[config.mk]
export PLATFORM = sky130hd
export DESIGN_NAME = cfg_ready_gate
export DESIGN_NICKNAME = d
export VERILOG_FILES = /design/src/rtl/cfg_gate_pkg.sv /design/src/rtl/cfg_gate_lbregs.sv /design/src/rtl/cfg_gate_cpl.sv /design/src/rtl/cfg_ready_gate.sv
export SDC_FILE = /design/constraint.sdc
export NUM_CORES = 1
export LEC_CHECK = 0
export BUFFER_PORTS_ARGS = -buffer_cell sky130_fd_sc_hd__buf_2
export CAP_MARGIN = 20
export CORE_MARGIN = 4
export CORE_UTILIZATION = 40
export CTS_BUF_LIST = sky130_fd_sc_hd__clkbuf_8
export DETAILED_ROUTE_END_ITERATION = 8
export GPL_ROUTABILITY_DRIVEN = 0
export PLACE_DENSITY = 0.79
export SKIP_CTS_REPAIR_TIMING = 1
export SYNTH_ARGS = -nofsm -noshare
export SYNTH_HDL_FRONTEND = slang
export SYNTH_SLANG_ARGS = --single-unit
export TNS_END_PERCENT = 10
[constraint.sdc]
create_clock -name clk -period 1.63 [get_ports clk]
set_input_delay 0 -clock clk [delete_from_list [all_inputs] [get_ports clk]]
set_output_delay 0 -clock clk [all_outputs]
set_load 0.01 [all_outputs]
[src/rtl/cfg_gate_pkg.sv]
`timescale 1ns/1ps
package cfg_gate_pkg;
    localparam int LB_AW  = 12;
    localparam int DW     = 32;
    localparam int REGN_W = 10;
    localparam int HALF_W = DW / 2;

    localparam logic [LB_AW-1:0]  OFS_SUBSYS = 12'h478;
    localparam logic [LB_AW-1:0]  OFS_READY  = 12'h4B0;
    localparam logic [REGN_W-1:0] HDR_SUBSYS_REG = 10'd11;

    typedef enum logic [2:0] {
        CPL_SC  = 3'b000,
        CPL_CRS = 3'b010
    } cpl_status_e;

    typedef struct packed {
        logic [HALF_W-1:0] ss_id;
        logic [HALF_W-1:0] ssv_id;
    } subsys_t;

    typedef struct packed {
        logic              wr;
        logic [REGN_W-1:0] regnum;
        logic [DW-1:0]     wdata;
    } cfg_req_t;

    typedef struct packed {
        cpl_status_e   status;
        logic [DW-1:0] data;
    } cpl_t;

    // Decide the completion for one request from the gate state and header contents.
    function automatic cpl_t resolve_cpl(logic gate_open, cfg_req_t req, subsys_t ss);
        cpl_t c;
        c.status = CPL_CRS;
        c.data   = '0;
        if (gate_open) begin
            c.status = CPL_SC;
            if (!req.wr && req.regnum == HDR_SUBSYS_REG)
                c.data = ss;
        end
        return c;
    endfunction
endpackage

[src/rtl/cfg_gate_lbregs.sv]
`timescale 1ns/1ps
module cfg_gate_lbregs
    import cfg_gate_pkg::*;
#(
    parameter int AW = LB_AW,
    parameter int W  = DW
) (
    input  logic          clk,
    input  logic          rst,
    input  logic          strap_ready,
    input  logic          ep_mode,
    input  logic          wen,
    input  logic [AW-1:0] addr,
    input  logic [W-1:0]  wdata,
    output logic [W-1:0]  rdata,
    output subsys_t       ss,
    output logic          gate_open
);
    subsys_t ss_q;
    logic    open_q;

    wire hit_subsys = (addr == OFS_SUBSYS);
    wire hit_ready  = (addr == OFS_READY);

    always_ff @(posedge clk) begin
        if (rst) begin
            ss_q   <= '0;
            open_q <= strap_ready;
        end else if (wen) begin
            if (hit_subsys && ep_mode)
                ss_q <= subsys_t'(wdata);
            if (hit_ready && wdata[0])
                open_q <= 1'b1;
        end
    end

    always_comb begin
        rdata = '0;
        if (hit_subsys && ep_mode)
            rdata = ss_q;
        else if (hit_ready)
            rdata[0] = open_q;
    end

    assign ss        = ss_q;
    assign gate_open = open_q;
endmodule

[src/rtl/cfg_gate_cpl.sv]
`timescale 1ns/1ps
module cfg_gate_cpl
    import cfg_gate_pkg::*;
(
    input  logic     clk,
    input  logic     rst,
    input  logic     req_valid,
    input  cfg_req_t req,
    output logic     req_ready,
    input  logic     gate_open,
    input  subsys_t  ss,
    output logic     cpl_valid,
    input  logic     cpl_ready,
    output cpl_t     cpl
);
    logic cpl_valid_q;
    cpl_t cpl_q;

    wire fire = req_valid && req_ready;

    assign req_ready = !cpl_valid_q || cpl_ready;

    always_ff @(posedge clk) begin
        if (rst) begin
            cpl_valid_q <= 1'b0;
            cpl_q       <= '{status: CPL_SC, data: '0};
        end else if (fire) begin
            cpl_valid_q <= 1'b1;
            cpl_q       <= resolve_cpl(gate_open, req, ss);
        end else if (cpl_ready) begin
            cpl_valid_q <= 1'b0;
        end
    end

    assign cpl_valid = cpl_valid_q;
    assign cpl       = cpl_q;
endmodule

[src/rtl/cfg_ready_gate.sv]
`timescale 1ns/1ps
module cfg_ready_gate
    import cfg_gate_pkg::*;
#(
    parameter int AW   = LB_AW,
    parameter int W    = DW,
    parameter int RN_W = REGN_W
) (
    input  logic            clk,
    input  logic            rst,
    input  logic            strap_ready_i,
    input  logic            ep_mode_i,
    input  logic            lb_wen_i,
    input  logic [AW-1:0]   lb_addr_i,
    input  logic [W-1:0]    lb_wdata_i,
    output logic [W-1:0]    lb_rdata_o,
    input  logic            req_valid_i,
    output logic            req_ready_o,
    input  logic            req_write_i,
    input  logic [RN_W-1:0] req_regnum_i,
    input  logic [W-1:0]    req_wdata_i,
    output logic            cpl_valid_o,
    input  logic            cpl_ready_i,
    output logic [2:0]      cpl_status_o,
    output logic [W-1:0]    cpl_data_o
);
    subsys_t  ss;
    logic     gate_open;
    cfg_req_t req;
    cpl_t     cpl;

    assign req = '{wr: req_write_i, regnum: req_regnum_i, wdata: req_wdata_i};

    cfg_gate_lbregs #(.AW(AW), .W(W)) regs_i (
        .clk         (clk),
        .rst         (rst),
        .strap_ready (strap_ready_i),
        .ep_mode     (ep_mode_i),
        .wen         (lb_wen_i),
        .addr        (lb_addr_i),
        .wdata       (lb_wdata_i),
        .rdata       (lb_rdata_o),
        .ss          (ss),
        .gate_open   (gate_open)
    );

    cfg_gate_cpl cpl_i (
        .clk       (clk),
        .rst       (rst),
        .req_valid (req_valid_i),
        .req       (req),
        .req_ready (req_ready_o),
        .gate_open (gate_open),
        .ss        (ss),
        .cpl_valid (cpl_valid_o),
        .cpl_ready (cpl_ready_i),
        .cpl       (cpl)
    );

    assign cpl_status_o = cpl.status;
    assign cpl_data_o   = cpl.data;
endmodule

==> metrics <==
vias after detailed routing 2775; Adder-Cell Fraction of Synth Area 0%; ys async rst share 0%; layout cells sized above 1 33.8%; pre-CTS WS -12.1 ps; detailed-router iteration count before antenna repair 4; Reg power frac 51.2%; Hold Fails Final Rpt 0; main combinational cell family by area after synthesis simple AND/OR/NAND/NOR gates; worst vdd ir 0.000571 V; Routed Antenna Nets 0; setup TNS 0 ps; Max Cap Viol 0; core area 0.00733 mm^2; initial antenna violation count 0; Die Wd 95.2 um; vias in the first global route 2607; largest cells by area after synthesis dfxtp_1, nand2b_1, mux2i_1, o2bb2ai_1, and2_1; Clk Latency, worst-skew pair 330 ps; area of the multi-input gates 0.00157 mm^2; Vias/cell 4.84; Compound-Gate Fraction of Synth Area 10.6%; Cell Area, Synth 0.00304 mm^2; Final min period 1510 ps; Initial Utilization 41.5%; H-tree levels 3; CTS Sinks 67; Worst Clk Skew 12.5 ps; top cells by count, synth dfxtp_1, nand2b_1, nand3_1, mux2i_1, o2bb2ai_1; Setup Viol. Count Final 0; CP Launch Type primary input; GRT met3 Usage 4.18%; Inserted Clock Buffers 9; largest net degree at the start of global routing 33; clk slew on worst S/H paths 70 ps; die height 95.2 um; Most used DFF post-synth dfxtp_1; first-pass GRT wire length 12600 um; CP peak stage delay 570 ps; WL/cell 14.8 um; status completed; CP Cell Sequence buf_2 -> or4b_4 -> nor4_4 -> buf_4 -> and2_1 -> buf_2; DRC viols 0; Hold Crit Class in -> reg; Avg Inst Size Synth 9.69 um^2; Arr. time, crit path 1510 ps; Warnings, synthesis 0; # nets final 563; placed instance area 0.00379 mm^2; critical path's slowest cell or4b_4; area grow syn2layout 41.5%; # diodes 0; Crit. End Element output port; full die area 0.00907 mm^2; Crit Path Max Fanout 16; Tcrit/Tclk final 92.4%; post-synth top area cell dfxtp_1; # IOs 163; number of synthesized flops with an enable pin 1; TritonCTS clock tree yes; buffers added on ports 128; logic gate share of total power 9.1%; Cell Rows 31; HPWL Detailed 5620 um; Lkg Pwr 1.81 nW; Post-Synth XOR/XNOR Area 0%; Total Wirelength 8460 um; GR peak layer met2; RSZ-0062 raised after global routing false; met2 Resource Use GR 30.1%; Pins Over Slew Limit 0; clock tree buffer depth 2; GR Overflow Total 0; register area share after synthesis 44.4%; CP dominant cell by count buf_2; fill count 602; setup ws final 124 ps; clock network power share 39.7%; GR Layer Usage met1 22.3%; clock root cell clkbuf_8; Required @ worst endpoint 1630 ps; storage element area 0.00135 mm^2; final non-filler cell area 0.00431 mm^2; Syn Inst Count 314; highest clock rate 0.664 GHz; top cell type's share of synthesized area 43.4%; Synth Area in Simple Gates 29.6%; Switching Fraction 24.1%; Power Density 748 mW/mm^2; gr usage total 17.8%; mux cell area share after synthesis 10.5%; FF+latch count, synth 67; Internal 0.00245 W; Cell variety after synth 29; sw power 0.000775 W; Iter 0 DRT Violations 66; critical path class in -> out
==> state kept, by name, indices dropped and copies added (netlist names) <==
signal and flops:
regs_i.gate_open 1, cpl_i.cpl_valid 1, cpl_i.cpl 33, regs_i.ss 32
==> per-layer routing <==
metal	part of all wire, %	wire length, um
met1	43	3610
met2	50	4260
met5	0	0
met4	1.0	86
met3	6.0	509
==> cell usage in the layout (no fill, tap or decap), types with 2 or more instances in the layout <==
cell type and instances:
clkbuf_8 11, nor4_4 2, a21oi_1 2, nand2b_1 65
nand3_1 33, nor2_1 2, and2_1 31, conb_1 2
nand2_1 2, buf_2 128, inv_1 2, dlygate4sd3_1 33
dfxtp_1 66, buf_4 10, mux2i_1 32, clkinvlp_4 2
o2bb2ai_1 32
==> logic make-up after synthesis <==
| group | count (synthesis) |
|---|---|
| simple gates | 145 |
| flops | 67 |
| compound gates | 38 |
| mux | 32 |
| buf+inv | 31 |
| other cells | 1 |
==> worst paths after layout <==
path / to / depth (start not counted) / slack [ps] / start
min reg2reg: cpl_i.cpl[23] / 1 / 460 / cpl_i.cpl[23]
max: lb_rdata_o[26] / 6 / 120 / lb_addr_i[9]
min: cpl_i.cpl[33] / 2 / 20 / rst
max reg2reg: cpl_i.cpl[25] / 4 / 310 / regs_i.gate_open
==> through the flow <==
stage / power (W) / hold slack [ps] / util [%] / std cells
finish: 0.00322 / 19.0 / 58.7 / 573
global route: 0.00336 / 34.8 / 58.7 / 573
CTS: 0.00320 / -103 / 54.2 / 540
detailed placement: 0.00192 / 268 / 51.7 / 524
global placement: 0.00191 / 262 / 51.7 / 524
floorplan: 0.00180 / 155 / - / 315
==> worst max-delay path, delay by kind of cell <==
kind / cells / cell delay [ps]
AND/OR/NAND/NOR: 3 / 1010
buffers and inverters: 3 / 490
==> power by group through the flow <==
stage               Clock (W)  Combinational [W]  Sequential, W
finish                0.00128           0.000293        0.00165
global route          0.00139           0.000320        0.00165
CTS                   0.00132           0.000230        0.00165
detailed placement          0           0.000229        0.00169
global placement            0           0.000225        0.00169
floorplan                   0           0.000115        0.00169
==> layout make-up <==
type | count | area share, %
sequential | 67 | 31.4
clock buffer | 11 | 3.52
tap | 99 | 2.88
inverter | 2 | 0.174
clock inverter | 5 | 0.813
timing repair buffer | 172 | 24.8
multi-input combinational | 217 | 36.5
(Power assumes the default switching activity.)
